===== config.mk =====
export PLATFORM = sky130hd
export DESIGN_NAME = twoclass_irq_ctrl
export DESIGN_NICKNAME = d
export VERILOG_FILES = /design/src/rtl/irqc_pkg.sv /design/src/rtl/irqc_src_cell.sv /design/src/rtl/irqc_rank_pick.sv /design/src/rtl/irqc_regs.sv /design/src/rtl/twoclass_irq_ctrl.sv
export SDC_FILE = /design/constraint.sdc
export NUM_CORES = 1
export LEC_CHECK = 0
export BUFFER_PORTS_ARGS = -buffer_cell sky130_fd_sc_hd__buf_4
export CORE_UTILIZATION = 35
export DETAILED_ROUTE_END_ITERATION = 8
export PLACE_DENSITY = 0.58
export REMOVE_ABC_BUFFERS = 1
export SKIP_LAST_GASP = 1
export SLEW_MARGIN = 20
export SYNTH_ARGS = -nofsm -noshare
export SYNTH_HDL_FRONTEND = slang
export SYNTH_HIERARCHICAL = 1
export SYNTH_SLANG_ARGS = --single-unit

===== constraint.sdc =====
create_clock -name clk -period 50.1 [get_ports clk]
set_input_delay 10.02 -clock clk [delete_from_list [all_inputs] [get_ports clk]]
set_output_delay 10.02 -clock clk [all_outputs]
set_load 0.02 [all_outputs]

===== src/rtl/irqc_pkg.sv =====
package irqc_pkg;
   localparam int ADDR_W      = 5;
   localparam int DATA_W      = 32;
   localparam int OFS_STAT    = 0;
   localparam int OFS_ENA     = 1;
   localparam int OFS_CLASS   = 2;
   localparam int OFS_EDGE    = 3;
   localparam int OFS_POL     = 4;
   localparam int OFS_MSTAT   = 5;
   localparam int OFS_BASE    = 6;
   localparam int OFS_VEC     = 7;
   localparam int OFS_RANK0   = 8;

   typedef enum logic [1:0] {
      SRC_LEVEL_HI = 2'b00,
      SRC_LEVEL_LO = 2'b01,
      SRC_EDGE_UP  = 2'b10,
      SRC_EDGE_DN  = 2'b11
   } src_mode_e;
endpackage


===== src/rtl/irqc_src_cell.sv =====
module irqc_src_cell #(
   parameter int SYNC_STAGES = 2
) (
   input  logic clk,
   input  logic rst_n,
   input  logic raw_i,
   input  logic edge_sel_i,
   input  logic act_low_i,
   input  logic clr_i,
   output logic stat_o
);
   import irqc_pkg::*;

   logic      seen;
   logic      norm;
   logic      prev_q;
   logic      latch_q;
   src_mode_e mode;

   generate
      if (SYNC_STAGES == 0) begin : g_direct
         assign seen = raw_i;
      end else begin : g_sync
         logic [SYNC_STAGES-1:0] chain_q;
         always_ff @(posedge clk or negedge rst_n) begin
            if (!rst_n) chain_q <= '0;
            else        chain_q <= {chain_q[SYNC_STAGES-2:0], raw_i};
         end
         assign seen = chain_q[SYNC_STAGES-1];
      end
   endgenerate

   assign mode = src_mode_e'({edge_sel_i, act_low_i});
   assign norm = seen ^ act_low_i;

   always_ff @(posedge clk or negedge rst_n) begin
      if (!rst_n) begin
         prev_q  <= 1'b0;
         latch_q <= 1'b0;
      end else begin
         prev_q <= norm;
         if (!edge_sel_i)          latch_q <= 1'b0;
         else if (norm && !prev_q) latch_q <= 1'b1;
         else if (clr_i)           latch_q <= 1'b0;
      end
   end

   always_comb begin
      unique case (mode)
         SRC_EDGE_UP, SRC_EDGE_DN: stat_o = latch_q;
         default:                  stat_o = norm;
      endcase
   end
endmodule


===== src/rtl/irqc_rank_pick.sv =====
module irqc_rank_pick #(
   parameter int N      = 17,
   parameter int RANK_W = 5,
   localparam int IDX_W = $clog2(N)
) (
   input  logic [N-1:0]             pend_i,
   input  logic [N-1:0][RANK_W-1:0] rank_i,
   output logic                     any_o,
   output logic [IDX_W-1:0]         idx_o
);
   logic [RANK_W-1:0] best;

   always_comb begin
      any_o = 1'b0;
      idx_o = '0;
      best  = '1;
      for (int i = 0; i < N; i++) begin
         if (pend_i[i] && (!any_o || rank_i[i] < best)) begin
            any_o = 1'b1;
            idx_o = IDX_W'(i);
            best  = rank_i[i];
         end
      end
   end
endmodule


===== src/rtl/irqc_regs.sv =====
module irqc_regs #(
   parameter int N      = 17,
   parameter int RANK_W = 5,
   localparam int AW    = irqc_pkg::ADDR_W,
   localparam int DW    = irqc_pkg::DATA_W
) (
   input  logic                     clk,
   input  logic                     rst_n,
   input  logic [AW-1:0]            addr_i,
   input  logic                     wr_i,
   input  logic [DW-1:0]            wdata_i,
   input  logic [N-1:0]             stat_i,
   input  logic [DW-1:0]            vec_i,
   output logic [N-1:0]             ena_o,
   output logic [N-1:0]             cls_o,
   output logic [N-1:0]             edge_o,
   output logic [N-1:0]             pol_o,
   output logic [DW-1:0]            base_o,
   output logic [N-1:0][RANK_W-1:0] rank_o,
   output logic [N-1:0]             clr_o,
   output logic [DW-1:0]            rdata_o
);
   import irqc_pkg::*;

   localparam int RANK_END = OFS_RANK0 + N;

   logic [N-1:0] wsrc;
   int unsigned  a;

   assign wsrc  = wdata_i[N-1:0];
   assign a     = int'(addr_i);
   assign clr_o = (wr_i && a == OFS_STAT) ? wsrc : '0;

   always_ff @(posedge clk or negedge rst_n) begin
      if (!rst_n) begin
         ena_o  <= '0;
         cls_o  <= '0;
         edge_o <= '0;
         pol_o  <= '0;
         base_o <= '0;
         for (int i = 0; i < N; i++) rank_o[i] <= RANK_W'(i);
      end else if (wr_i) begin
         case (a)
            OFS_ENA:   ena_o  <= wsrc;
            OFS_CLASS: cls_o  <= wsrc;
            OFS_EDGE:  edge_o <= wsrc;
            OFS_POL:   pol_o  <= wsrc;
            OFS_BASE:  base_o <= wdata_i;
            default: begin
               for (int i = 0; i < N; i++)
                  if (a == OFS_RANK0 + i) rank_o[i] <= wdata_i[RANK_W-1:0];
            end
         endcase
      end
   end

   always_comb begin
      rdata_o = '0;
      case (a)
         OFS_STAT:  rdata_o[N-1:0] = stat_i;
         OFS_ENA:   rdata_o[N-1:0] = ena_o;
         OFS_CLASS: rdata_o[N-1:0] = cls_o;
         OFS_EDGE:  rdata_o[N-1:0] = edge_o;
         OFS_POL:   rdata_o[N-1:0] = pol_o;
         OFS_MSTAT: rdata_o[N-1:0] = stat_i & ena_o;
         OFS_BASE:  rdata_o        = base_o;
         OFS_VEC:   rdata_o        = vec_i;
         default: begin
            if (a >= OFS_RANK0 && a < RANK_END)
               for (int i = 0; i < N; i++)
                  if (a == OFS_RANK0 + i) rdata_o[RANK_W-1:0] = rank_o[i];
         end
      endcase
   end
endmodule


===== src/rtl/twoclass_irq_ctrl.sv =====
module twoclass_irq_ctrl #(
   parameter int NUM_EXT     = 7,
   parameter int NUM_INT     = 10,
   parameter int SYNC_STAGES = 2,
   parameter int RANK_W      = 5,
   parameter int VEC_SHIFT   = 4,
   localparam int NUM_SRC    = NUM_EXT + NUM_INT,
   localparam int IDX_W      = $clog2(NUM_SRC),
   localparam int AW         = irqc_pkg::ADDR_W,
   localparam int DW         = irqc_pkg::DATA_W
) (
   input  logic               clk,
   input  logic               rst_n,
   input  logic [NUM_EXT-1:0] ext_irq_i,
   input  logic [NUM_INT-1:0] int_irq_i,
   input  logic [AW-1:0]      reg_addr_i,
   input  logic               reg_wr_i,
   input  logic [DW-1:0]      reg_wdata_i,
   output logic [DW-1:0]      reg_rdata_o,
   output logic               irq_crit_o,
   output logic               irq_noncrit_o,
   output logic [DW-1:0]      irq_vec_o
);
   import irqc_pkg::*;

   if (NUM_SRC > DW) $error("source count exceeds data width");
   if (OFS_RANK0 + NUM_SRC > (1 << AW)) $error("rank fields overflow the address space");
   if ((1 << RANK_W) < NUM_SRC) $error("rank width too small for unique reset ranks");
   if (SYNC_STAGES == 1) $error("a single sync stage is not allowed");
   if (VEC_SHIFT + IDX_W > DW) $error("vector shift too large");

   logic [NUM_SRC-1:0]             raw;
   logic [NUM_SRC-1:0]             stat_w;
   logic [NUM_SRC-1:0]             ena_q, cls_q, trig_q, pol_q, clr_vec;
   logic [NUM_SRC-1:0]             masked, pend_crit, pend_norm;
   logic [NUM_SRC-1:0][RANK_W-1:0] rank_q;
   logic [DW-1:0]                  base_q;
   logic                           win_any;
   logic [IDX_W-1:0]               win_idx;

   assign raw = {int_irq_i, ext_irq_i};

   for (genvar g = 0; g < NUM_SRC; g++) begin : g_src
      localparam int STAGES = (g < NUM_EXT) ? SYNC_STAGES : 0;
      irqc_src_cell #(.SYNC_STAGES(STAGES)) cell_i (
         .clk        (clk),
         .rst_n      (rst_n),
         .raw_i      (raw[g]),
         .edge_sel_i (trig_q[g]),
         .act_low_i  (pol_q[g]),
         .clr_i      (clr_vec[g]),
         .stat_o     (stat_w[g])
      );
   end

   irqc_regs #(.N(NUM_SRC), .RANK_W(RANK_W)) regs_i (
      .clk     (clk),
      .rst_n   (rst_n),
      .addr_i  (reg_addr_i),
      .wr_i    (reg_wr_i),
      .wdata_i (reg_wdata_i),
      .stat_i  (stat_w),
      .vec_i   (irq_vec_o),
      .ena_o   (ena_q),
      .cls_o   (cls_q),
      .edge_o  (trig_q),
      .pol_o   (pol_q),
      .base_o  (base_q),
      .rank_o  (rank_q),
      .clr_o   (clr_vec),
      .rdata_o (reg_rdata_o)
   );

   assign masked    = stat_w & ena_q;
   assign pend_crit = masked & cls_q;
   assign pend_norm = masked & ~cls_q;

   irqc_rank_pick #(.N(NUM_SRC), .RANK_W(RANK_W)) pick_i (
      .pend_i (pend_crit),
      .rank_i (rank_q),
      .any_o  (win_any),
      .idx_o  (win_idx)
   );

   assign irq_crit_o    = |pend_crit;
   assign irq_noncrit_o = |pend_norm;
   assign irq_vec_o     = win_any ? (base_q + (DW'(win_idx) << VEC_SHIFT)) : '0;
endmodule


## Yosys cells after proc, flatten, opt, wreduce, memory -nomap -nowiden

Cells that the tools add are included.

| word-level totals | value |
|---|---|
| bits in registers | 233 |
| input bits | 57 |
| word-level logic and storage cells | 446 |

| operators by class | value |
|---|---|
| add/subtract/negate cells | 1 |
| order comparisons | 18 |
| equality and inequality tests | 75 |
| mux-type cells | 140 |
| bitwise logic cells | 22 |
| reduce and logical (&&, ||, !) cells | 127 |

Operators with widths:

| cell | number |
|---|---|
| two-way mux 5 bit | 35 |
| one-hot mux 12 bit (8 select lines) | 1 |
| two-way mux 1 bit | 86 |
| less-than comparator 5 bit | 16 |
| == test 2 bit (second input constant) | 34 |
| bitwise AND 17 bit | 3 |
| inequality test 3 bit (second input constant) | 17 |
| AND reduction 3 bit | 17 |
| == test 5 bit (second input constant) | 9 |
| == test 5 x 4 -> 1 bit (second input constant) | 8 |
| one-hot mux 5 bit (8 select lines) | 1 |
| logical AND 1 bit | 35 |
| OR reduction 17 bit | 2 |
| OR reduction 2 bit | 17 |
| logical NOT 1 bit | 33 |
| adder 32 x 9 -> 32 bit | 1 |
| logical NOT 32 bit | 1 |
| two-way mux 32 bit | 1 |
| two-way mux 4 bit | 8 |
| one-hot mux 15 bit (2 select lines) | 1 |
| == test 5 x 3 -> 1 bit (second input constant) | 4 |
| two-way mux 17 bit | 1 |
| inverter 17 bit | 1 |
| bitwise XOR 1 bit | 17 |
| 10 further kinds | 34 |

## Longest topological paths before layout

Gate-level depths: netlist of the first run.

| depth | value |
|---|---|
| depth in word-level cells | 73 |
| depth in mapped cells | 169 |
| gate-level depth less buffers | 157 |

## Hierarchy

Netlist of the first run, hierarchy kept.

Modules (own cells, without submodules):

| module | instances | cells each | area each (µm²) | sequential area each (µm²) |
|---|---|---|---|---|
| irqc_regs | 1 | 794 | 9396.5 | 4670.7 |
| irqc_rank_pick | 1 | 666 | 4571.9 | 0.0 |
| twoclass_irq_ctrl | 1 | 194 | 1207.4 | 0.0 |
| irqc_src_cell (g_src[0].cell_i ...) | 7 | 9 | 138.9 | 100.1 |
| irqc_src_cell (g_src[10].cell_i ...) | 10 | 7 | 88.8 | 50.0 |

## Least setup slack after synthesis of the first run

No wires, ideal clock.

| path | value |
|---|---|
| path kind | in2out |
| from | input port int_irq_i[0] |
| to | output port reg_rdata_o[10] |
| arrival | 27688 ps |
| setup slack | 12392 ps |
| stages | 99 |
| path buffers | 5 |
| cells stage by stage | xor2_1 -> mux2_2 -> and3_1 -> nand2b_1 -> or2_2 -> a31o_2 -> and2_1 -> o211ai_2 -> nand2_1 -> o21ai_0 -> inv_1 -> ha_1 -> o21a_1 -> nand2_1 -> inv_1 -> o221ai_1 -> or4b_1 -> o22ai_2 -> [63 not listed] -> nor2b_1 -> o21ai_0 -> nand3b_1 -> a311oi_1 -> a21o_1 -> nor2_1 -> ha_1 -> fa_1 -> a211o_1 -> a21oi_1 -> buf_2 -> buf_2 -> o21ai_0 -> a21oi_1 -> a22oi_1 -> nand2_1 -> a221oi_1 -> o21ai_0 |

| between the ends | value |
|---|---|
| cells in the longest elaborated chain, start to end | 45 |

RTL lines:

| element | RTL line | RTL |
|---|---|---|
| start: declaration | twoclass_irq_ctrl.sv:15 | `input logic [NUM_INT-1:0] int_irq_i,` |
| bitwise XOR 1 bit * | irqc_src_cell.sv:34 | `assign norm = seen ^ act_low_i;` |
| two-way mux 1 bit * | irqc_src_cell.sv:49 | `unique case (mode)` |
| named net stat_w[7] | twoclass_irq_ctrl.sv:33 | `logic [NUM_SRC-1:0] stat_w;` |
| bitwise AND 17 bit * | twoclass_irq_ctrl.sv:74 | `assign masked = stat_w & ena_q;` |
| bitwise AND 17 bit * | twoclass_irq_ctrl.sv:75 | `assign pend_crit = masked & cls_q;` |
| named net pend_crit[7] | twoclass_irq_ctrl.sv:35 | `logic [NUM_SRC-1:0] masked, pend_crit, pend_norm;` |
| logical AND 1 bit * | irqc_rank_pick.sv:18 | `if (pend_i[i] && (!any_o \|\| rank_i[i] < best)) begin` |
| two-way mux 5 bit or two-way mux 1 bit (tied branches) | irqc_rank_pick.sv:18 |  |
| [33 not listed] | - |  |
| logical OR 1 bit * | irqc_rank_pick.sv:18 |  |
| logical AND 1 bit * | irqc_rank_pick.sv:18 |  |
| two-way mux 5 bit * | irqc_rank_pick.sv:18 |  |
| named net win_idx[4] | twoclass_irq_ctrl.sv:39 | `logic [IDX_W-1:0] win_idx;` |
| adder 32 x 9 -> 32 bit * | twoclass_irq_ctrl.sv:87 | `assign irq_vec_o = win_any ? (base_q + (DW'(win_idx) << VEC_SHIFT)) : '0;` |
| two-way mux 32 bit * | twoclass_irq_ctrl.sv:87 |  |
| named net irq_vec_o[10] | twoclass_irq_ctrl.sv:22 | `output logic [DW-1:0] irq_vec_o` |
| one-hot mux 12 bit (8 select lines) * | irqc_regs.sv:59 | `case (a)` |
| end: declaration | twoclass_irq_ctrl.sv:19 | `output logic [DW-1:0] reg_rdata_o,` |

Mark *: on every way through the listed nets, which the timed path passes. The rest lies on a longest branch.

## Worst setup path in the final report of the first run

| path | value |
|---|---|
| from | register regs_i.pol_o[0] |
| to | output port reg_rdata_o[12] |

RTL lines:

| element | RTL line | RTL |
|---|---|---|
| start: declaration | irqc_regs.sv:17 | `output logic [N-1:0] pol_o,` |
| start signal: assignment | irqc_regs.sv:47 | `OFS_POL: pol_o <= wsrc;` |
| bitwise XOR 1 bit * | irqc_src_cell.sv:34 |  |
| named net g_src[0].cell_i.norm | irqc_src_cell.sv:15 | `logic norm;` |
| two-way mux 1 bit * | irqc_src_cell.sv:49 |  |
| named net stat_w[0] | twoclass_irq_ctrl.sv:33 |  |
| bitwise AND 17 bit * | twoclass_irq_ctrl.sv:74 |  |
| bitwise AND 17 bit * | twoclass_irq_ctrl.sv:75 |  |
| named net pend_crit[0] | twoclass_irq_ctrl.sv:35 |  |
| two-way mux 5 bit or two-way mux 1 bit (tied branches) | irqc_rank_pick.sv:18 |  |
| [60 not listed] | - |  |
| less-than comparator 5 bit or logical NOT 1 bit (tied branches) | irqc_rank_pick.sv:18 |  |
| logical OR 1 bit * | irqc_rank_pick.sv:18 |  |
| logical AND 1 bit * | irqc_rank_pick.sv:18 |  |
| two-way mux 5 bit * | irqc_rank_pick.sv:18 |  |
| named net win_idx[4] | twoclass_irq_ctrl.sv:39 |  |
| adder 32 x 9 -> 32 bit * | twoclass_irq_ctrl.sv:87 |  |
| two-way mux 32 bit * | twoclass_irq_ctrl.sv:87 |  |
| one-hot mux 12 bit (8 select lines) * | irqc_regs.sv:59 |  |

Marks and branches as above.

==> results of run 1 <==
-- how the worst min path moves through the flow --
stage	depth (start not counted)	endpoint	slack, ps	startpoint
2_1_floorplan	0	g_src[0].cell_i/g_sync.chain_q[1]	330	g_src[0].cell_i/g_sync.chain_q[0]
3_3_place_gp	0	g_src[5].cell_i/g_sync.chain_q[1]	330	g_src[5].cell_i/g_sync.chain_q[0]
3_5_place_dp	0	g_src[4].cell_i/g_sync.chain_q[1]	340	g_src[4].cell_i/g_sync.chain_q[0]
4_1_cts	0	g_src[4].cell_i/g_sync.chain_q[1]	350	g_src[4].cell_i/g_sync.chain_q[0]
5_1_grt	0	g_src[4].cell_i/g_sync.chain_q[1]	350	g_src[4].cell_i/g_sync.chain_q[0]
6_report	0	g_src[4].cell_i/g_sync.chain_q[1]	350	g_src[4].cell_i/g_sync.chain_q[0]
-- registers in the layout, indices dropped and copies added (netlist names) --
register	count
regs_i/rank_o	85
regs_i/base_o	32
g_src.cell_i/latch_q	17
g_src.cell_i/prev_q	17
regs_i/cls_o	17
regs_i/edge_o	17
regs_i/ena_o	17
regs_i/pol_o	17
g_src.cell_i/g_sync.chain_q	14
-- synthesized netlist by cell type (10+ instances only) --
cell type,n
o211ai_1,12
a21oi_1,103
mux2i_1,26
ha_1,41
a21o_1,10
xor2_1,18
or2_2,10
a22oi_1,43
nor4_1,10
nor3_1,26
o21a_1,12
nor2_1,86
nand2b_1,32
nand4_1,16
mux2_2,193
a221oi_1,11
or4_1,15
o31ai_1,24
o21ai_0,78
mux2_4,23
inv_1,83
dfrtp_1,200
and2_1,17
buf_2,31
clkbuf_1,38
nor2b_1,32
a211o_1,10
buf_6,10
a22o_1,17
dfstp_2,33
nand3_1,42
a211oi_1,17
or3_1,15
and3_1,47
a31oi_1,22
nand2_1,147
o2bb2ai_1,20
o22ai_1,15
-- worst max-delay path, delay by kind of cell (launching register included) --
family / cells / cell delay, ps
fa+ha+maj: 18 / 5170
simple gates: 42 / 7400
flops: 1 / 400
buf+inv: 18 / 1690
mux: 6 / 1980
compound gates: 62 / 14690
xor+xnor: 1 / 240
-- per-layer routing --
| layer | vias to the layer above | routed length, microns | global-route usage [%] |
|---|---|---|---|
| li1 | 6901 | - | - |
| met1 | 7528 | 24900 | 30.0 |
| met5 | - | 0 | 0 |
| met3 | 80 | 2830 | 2.22 |
| met2 | 529 | 26200 | 36.3 |
| met4 | 0 | 1350 | 6.21 |
-- where the power goes --
group | total [W] | internal, W | switching (W)
Clock | 0.000205 | 0.000123 | 0.0000818
Combinational | 0.000421 | 0.000174 | 0.000247
Sequential | 0.000277 | 0.000228 | 0.0000487
-- per-stage QoR --
step / util [%] / cell area (sq um) / setup slack [ps] / power, W
finish: 40.3 / 19300 / 7900 / 0.000903
global route: 40.2 / 19300 / 5020 / 0.000960
CTS: 40.2 / 19300 / 8160 / 0.000903
detailed placement: 38.3 / 18300 / 8930 / 0.000694
global placement: 38.3 / 18300 / 9830 / 0.000689
floorplan: - / 16600 / 11950 / 0.000561
-- final cells by class --
type | instances | area share [%]
Tap cell | 615 | 4.00
Antenna cell | 1 | 0.0130
Sequential cell | 233 | 30.5
Multi-Input combinational cell | 1379 | 53.9
Clock inverter | 10 | 0.922
Clock buffer | 38 | 3.82
Inverter | 84 | 1.64
Timing Repair Buffer | 133 | 5.22
-- kinds of logic (layout without fill, tap and decap cells) --
kind of cell | after synthesis | in the layout | synth area share, %
buffers and inverters | 175 | 265 | 4.61
AND/OR/NAND/NOR | 549 | 549 | 17.4
adder cells (fa/ha/maj) | 46 | 46 | 3.36
multiplexers | 246 | 246 | 16.7
other | 0 | 1 | 0
XOR/XNOR | 27 | 27 | 1.50
flip-flops | 233 | 233 | 34.5
AO/OA/AOI/OAI | 511 | 511 | 22.0
-- layout by cell type (no fill, tap or decap), types with 16 or more instances in the layout --
master and instances:
dfrtp_1 200, mux2_2 193, nand2_1 147, buf_4 132, a21oi_1 103, nor2_1 85, inv_1 83, o21ai_0 78
and3_1 47, a22oi_1 43, nand3_1 42, ha_1 41, dfstp_2 33, nand2b_1 32, nor2b_1 32, mux2i_1 26
nor3_1 26, clkbuf_16 26, o31ai_1 24, mux2_4 23, a31oi_1 22, o2bb2ai_1 20, xor2_1 18, a211oi_1 17
and2_1 17, a22o_1 17, nand4_1 16
==> results.toml, run 1 <==
[yosys]
synth_top_area_share_pct = 29.4
synth_seq_cells = 233
netlist_instances = 1787
synth-async-reset-ratio_pct = 100
synthTopCellsByArea = "dfrtp_1 29%, mux2_2 13%, dfstp_2 5.1%"
yosysTopAreaCell = "dfrtp_1"
synth_ff_type = "dfrtp_1"
synthesis.area_sq_um = 17000
synth-edff-count = 0
yosys_warnings = 6
synth_cell_types = 121
synth.avg_cell_area_sq_um = 9.53
yosysSeqAreaShare_pct = 34.5

[cts]
cts_num_sinks = 233
cts_tree = "done"
cts_hold_buf = 0
cts-root-buf = "clkbuf_16"
post-cts-setup-buffer-count = 0
clkLatencyLatePin_ps = 570
cts_max_level = 1
numCtsBuffers = 26
clk_pin_slew_ps = 60
cts_resized = 0
clock_path_buffers = 3

[worst_setup_path]
crit_fanout = 22
cpPeakStageDelay_ps = 760
cp_common_cell = "ha_1"
arrival_ps = 32180
reg2reg_from = "regs_i/rank_o[26]"
crit-reg2reg-capture = "regs_i/rank_o[26]"
reg2reg_depth = 1
cp.required_ps = 40080
cp-startpoint = "regs_i/pol_o[0]"
worstSetupEndpointType = "output pin"
worstSetupPathType = "reg2out"
cp_slowest_cell = "a21oi_1"
cp-endpoint = "reg_rdata_o[12]"
critPathLaunchType = "flip-flop"
r2r_slack_ps = 49040

[routing]
first_pass_iters = 6
viasPerCell = 6.03
routedWlPerCell_microns = 22.2
drc_errors = 0
dr.first_iter.drc_count = 1334
wl_mm = 55.3
antenna_left = 0
vias = 15000

[floorplanning]
core_area_sq_um = 47800
dieArea_sq_um = 49600
die_x_microns = 223
initial_core_util_pct = 35.6
die_h_microns = 223
io_pins = 123
fp-row-count = 80

[sta]
rsz0062_at_grt = "no"
holdWs_ps = 348
fin_crit_ps = 42200
slew_headroom_pct = 22.1
slew_viol_final = 0
setup_tns_ps = 0
setup_viol = 0
finalCritPeriodShare_pct = 84.2
skew_ps = 32.7
hold_viol = 0
max_freq_mhz = 23.7
worst_pin_slew_ps = 1170

[global_routing]
grt_pass1_wl_mm = 85.7
grt_max_degree = 93
globalRouteOverflowTotal = 0
grtUsageTotal_pct = 21.9
grt_pass1_vias = 14500
antenna_found_initial = 0

[placement]
gp_congestion = 0.919
io_buffers = 122
place.detailed.hpwl_mm = 39.5
dp.cells = 2444

[layout]
multi_input_comb_area_sq_um = 10400
area_growth_pct = 13.1
nNetsFinal = 1956
drive_above_1_share_pct = 26.3
regArea_sq_um = 5870
nFillCells = 4745
fin_cells = 2493

[power_and_ir_drop]
leakage_nw = 8.46
power_density_nw_per_um2 = 46.9
vdd.ir_drop.worst_mv = 0.0337

[run_status]
status = "complete, no violations"

[min_path]
min_path_type = "reg2reg"

[flow_run]
max_cap_viol_count = 0
Power figures use the tool's default switching activity.
==> inputs of run 2 (changes only) <==
Settings changed: PLACE_DENSITY 0.58 to 0.6.
Clock period 50.1 ns to 38.2 ns, I/O delays scaled along.
==> run 2 against run 1 <==
Routed wire length increased by 2.2%. Worst hold slack got worse by 2.6 ps. Power increased by 36%. Combinational power increased by 38%. Clock power increased by 37%. Via count increased by 2.1%. Non-clock buffer count increased by 28. Critical path type unchanged. Largest power group unchanged.
==> results.toml, run 2 (synthesized netlist as in run 1, its figures left out) <==
[cts]
clkLatencyLatePin_ps = 570
clk_pin_slew_ps = 60
cts_tree = "done"
clock_path_buffers = 3
numCtsBuffers = 27
cts-root-buf = "clkbuf_16"
cts_max_level = 1
cts_num_sinks = 233

[layout]
area_growth_pct = 15.8
reg_top3 = "regs_i/rank_o: 85 flops, regs_i/base_o: 32 flops"
nFillCells = 4753
max_flop_register = "regs_i/rank_o"
final_cell_mix = "200 x dfrtp_1, 193 x mux2_2, 160 x buf_4"
drive_above_1_share_pct = 29.1
layout_commonest_cell = "dfrtp_1"
largest_reg_flops = 85
postLayoutCellArea_sq_um = 19700
nNetsFinal = 1986

[global_routing]
antenna_found_initial = 1
grt_pass1_wl_mm = 87.6
grt_max_degree = 102
globalRouteOverflowTotal = 0
grtUsageTotal_pct = 22.2
grt_pass1_vias = 15000

[sta]
fin_crit_ps = 36350
worst_pin_slew_ps = 1160
layout_setup_ws_ps = 1850
setup_viol = 0
finalCritPeriodShare_pct = 95.2
max_freq_mhz = 27.5
slew_viol_final = 0
skew_ps = 14.2
slew_headroom_pct = 22.3
hold_viol = 0

[flow_run]
max_cap_viol_count = 0

[power_and_ir_drop]
power_density_nw_per_um2 = 62.2
p_clk_share_pct = 22.9
leakage_nw = 8.67
vdd.ir_drop.worst_mv = 0.0373
pwr-share-seq_pct = 29.6
switching_share_pct = 41.9
intPower_w = 0.000713
switchingPower_w = 0.000514
combPwrFrac_pct = 47.5

[routing]
routedWlPerCell_microns = 22.4
wl_mm = 56.5
antenna_left = 0
drc_errors = 0
vias = 15400
dr.first_iter.drc_count = 1177
viasPerCell = 6.09
first_pass_iters = 6

[floorplanning]
die_h_microns = 223
fp-row-count = 80
dieArea_sq_um = 49600
die_x_microns = 223
io_pins = 123
core_area_sq_um = 47800
initial_core_util_pct = 35.6

[worst_setup_path]
critPathLaunchType = "flip-flop"
cpPeakStageDelay_ps = 520
crit_buf_inv = 18
cp_common_cell = "ha_1"
cp.required_ps = 30560
cp_slowest_cell = "or4b_4"
crit_fanout = 15
arrival_ps = 28710
r2r_slack_ps = 37100
worstSetupPathType = "reg2out"
worstSetupEndpointType = "output pin"
crit_family = "compound AO/OA/AOI/OAI gates"

[run_status]
status = "complete, no violations"

[placement]
io_buffers = 122
gp_congestion = 0.942
place.detailed.hpwl_mm = 39.5
place_area_sq_um = 18400
dp_slack_ps = -111

[min_path]
min_path_type = "reg2reg"
[run 2: power by group through the flow]
stage,Sequential [W],Clock (W),Combinational [W]
after floorplan,0.000340,0,0.000396
after global placement,0.000363,0,0.000536
after detailed placement,0.000365,0,0.000547
after CTS,0.000361,0.000286,0.000553
after global routing,0.000370,0.000298,0.000633
final,0.000363,0.000281,0.000583
[run 2: per-stage QoR]
stage	hold WS, ps	cells	TNS (ps)	util (%)	power (W)
CTS	347	2498	0	40.5	0.00120
floorplan	331	1696	0	-	0.000735
finish	345	2524	0	41.2	0.00123
detailed placement	335	2445	-249	38.4	0.000911
global placement	334	2445	0	38.4	0.000899
global route	366	2524	-890	41.2	0.00130
[run 2: final cells by class]
type	instances	area [sq um]	share of cell area, %
multi-input combinational	1380	10600	53.7
antenna	1	2.50	0.0127
sequential	233	5870	29.8
clock buffer	37	783	3.97
timing repair buffer	161	1220	6.16
tap	615	769	3.90
clock inverter	13	183	0.926
inverter	84	315	1.60
[run 2: timing repair]
action                     in CTS  in global routing
pin swaps                       1                 17
setup buffers                   3                 24
gates resized for setup         8                 42
cloned                          0                  1
setup endpoints to repair      48                 56
hold buffers                    0                  0
[run 2: layer usage]
metal / routed length [microns] / vias up / track usage [%]
met4: 1760 / 0 / 7.96
met3: 3400 / 126 / 2.82
li1: - / 6948 / -
met2: 26400 / 600 / 35.8
met1: 24900 / 7686 / 30.4
met5: 0 / - / 0
[run 2: worst paths after layout]
check / startpoint / to / cells past startpoint
hold / removal: g_src[6].cell_i/g_sync.chain_q[0] / g_src[6].cell_i/g_sync.chain_q[1] / 0
setup reg to reg: regs_i/rank_o[26] / regs_i/rank_o[26] / 1
setup / recovery: regs_i/pol_o[0] / reg_rdata_o[10] / 148
max in group asynchronous: rst_n / regs_i/rank_o[82] / 2
min in group asynchronous: rst_n / regs_i/base_o[22] / 1
hold reg to reg: g_src[6].cell_i/g_sync.chain_q[0] / g_src[6].cell_i/g_sync.chain_q[1] / 0
==> inputs of run 3 (changes only) <==
Settings changed: GPL_TIMING_DRIVEN from default to 0, RECOVER_POWER from default to 50.
==> run 3 against run 2 <==
The flow now finishes with violations (max-capacitance violations, max-slew violations). Register-to-register slack about the same. Worst setup slack hardly changed. Flip-flop and latch count is the same. Worst hold slack hardly changed.
==> results.toml, run 3 (synthesized netlist as in run 1, its figures left out) <==
[layout]
max_flop_register = "regs_i/rank_o"
area_growth_pct = 16.9
postLayoutCellArea_sq_um = 19900
reg_top3 = "regs_i/rank_o: 85 flops, regs_i/base_o: 32 flops"
drive_above_1_share_pct = 29.1
largest_reg_flops = 85
layout_commonest_cell = "dfrtp_1"
final_cell_mix = "200 x dfrtp_1, 193 x mux2_2, 144 x nand2_1"
nNetsFinal = 1985
antennaDiodeCount = 0

[worst_setup_path]
critPathLaunchType = "flip-flop"
reg2reg_from = "regs_i/rank_o[26]"
cp_slowest_cell = "or4b_4"
crit_buf_inv = 20
cp.required_ps = 30560
worstSetupEndpointType = "output pin"
worstSetupPathType = "reg2out"
crit_fanout = 15
cpPeakStageDelay_ps = 530
arrival_ps = 28710
crit_family = "compound AO/OA/AOI/OAI gates"
reg2reg_depth = 1
crit-reg2reg-capture = "regs_i/rank_o[26]"
r2r_slack_ps = 37110

[power_and_ir_drop]
switching_share_pct = 40.9
p_clk_share_pct = 24.1
intPower_w = 0.000738
pwr-share-seq_pct = 28.9
combPwrFrac_pct = 47.0
leakage_nw = 8.69
power_density_nw_per_um2 = 62.7
vdd.ir_drop.worst_mv = 0.0390
power.total_w = 0.00125
switchingPower_w = 0.000511

[floorplanning]
io_pins = 123
die_x_microns = 223
initial_core_util_pct = 35.6
core_area_sq_um = 47800
fp-row-count = 80
die_h_microns = 223
dieArea_sq_um = 49600

[cts]
cts_hold_buf = 0
clock_path_buffers = 3
cts_max_level = 1
clkLatencyLatePin_ps = 550
cts-root-buf = "clkbuf_16"
numCtsBuffers = 26
cts_tree = "done"
cts_num_sinks = 233
clk_pin_slew_ps = 70

[global_routing]
grt_pass1_vias = 14800
grt_max_degree = 84
grt_pass1_wl_mm = 85.3
grtUsageTotal_pct = 21.6
globalRouteOverflowTotal = 0
antenna_found_initial = 1

[routing]
first_pass_iters = 6
dr.first_iter.drc_count = 1549
viasPerCell = 6.04
routedWlPerCell_microns = 21.8
antenna_left = 0
vias = 15200
wl_mm = 55.1
drc_errors = 0

[placement]
place_area_sq_um = 18500
gp_congestion = 0.893
io_buffers = 122
place.detailed.hpwl_mm = 38.9

[run_status]
violations = "max-capacitance violations, max-slew violations"
status = "complete, but fails checks"

[sta]
slew_headroom_pct = -192
finalCritPeriodShare_pct = 95.2
fin_crit_ps = 36350
slew_viol_final = 284
max_freq_mhz = 27.5
hold_viol = 0
setup_viol = 0
worst_pin_slew_ps = 4370
skew_ps = 6.03
setup_tns_ps = 0

[min_path]
min_path_type = "reg2reg"
holdPathEnd = "g_src[5].cell_i/g_sync.chain_q[1]"
hp-start = "g_src[5].cell_i/g_sync.chain_q[0]"
whs_path_depth = 0

[flow_run]
max_cap_viol_count = 4
run 3: area by class of cell:
| class | count | area [sq um] |
|---|---|---|
| Sequential cell | 233 | 5870 |
| Timing Repair Buffer | 161 | 1270 |
| Clock buffer | 34 | 741 |
| Tap cell | 615 | 769 |
| Fill cell | 4652 | 27900 |
| Clock inverter | 14 | 302 |
| Multi-Input combinational cell | 1380 | 10600 |
| Inverter | 84 | 315 |
run 3: power by group through the flow:
stage	combinational, W	sequential (W)	clock [W]
finish	0.000587	0.000361	0.000301
global route	0.000639	0.000369	0.000317
CTS	0.000552	0.000359	0.000306
detailed placement	0.000544	0.000364	0
global placement	0.000530	0.000361	0
floorplan	0.000396	0.000340	0
run 3: how the worst max path moves through the flow:
stage,startpoint,to,slack [ps],cells past startpoint
3_5_place_dp,regs_i/pol_o[0],reg_rdata_o[11],-1280,149
6_report,regs_i/pol_o[0],reg_rdata_o[10],1850,150
3_3_place_gp,regs_i/pol_o[0],reg_rdata_o[14],-1700,147
5_1_grt,regs_i/pol_o[0],reg_rdata_o[10],-40,150
4_1_cts,regs_i/pol_o[0],reg_rdata_o[14],70,151
2_1_floorplan,regs_i/pol_o[0],reg_rdata_o[10],2750,148
run 3: timing repair:
action                                  4_1_cts  5_1_grt
pin swaps                                     3       15
gates resized for setup                      10       44
buffers inserted                              6       24
endpoints found under the setup margin       56       56
cloned                                        0        1
run 3: stage by stage:
stage / instances / hold slack (ps) / util, % / worst slack [ps]
after floorplan: 1696 / 331 / - / 2750
after global placement: 2433 / 331 / 38.1 / -1700
after detailed placement: 2442 / 336 / 38.6 / -1280
after CTS: 2496 / 349 / 40.9 / 71.8
after global routing: 2521 / 351 / 41.6 / -36.2
final: 2521 / 346 / 41.6 / 1850
run 3: metal layers:
| layer | wire (microns) | GRT usage (%) |
|---|---|---|
| met5 | 7 | 0 |
| met4 | 1590 | 6.85 |
| met3 | 3560 | 2.99 |
| met2 | 26000 | 35.8 |
| met1 | 23900 | 28.8 |
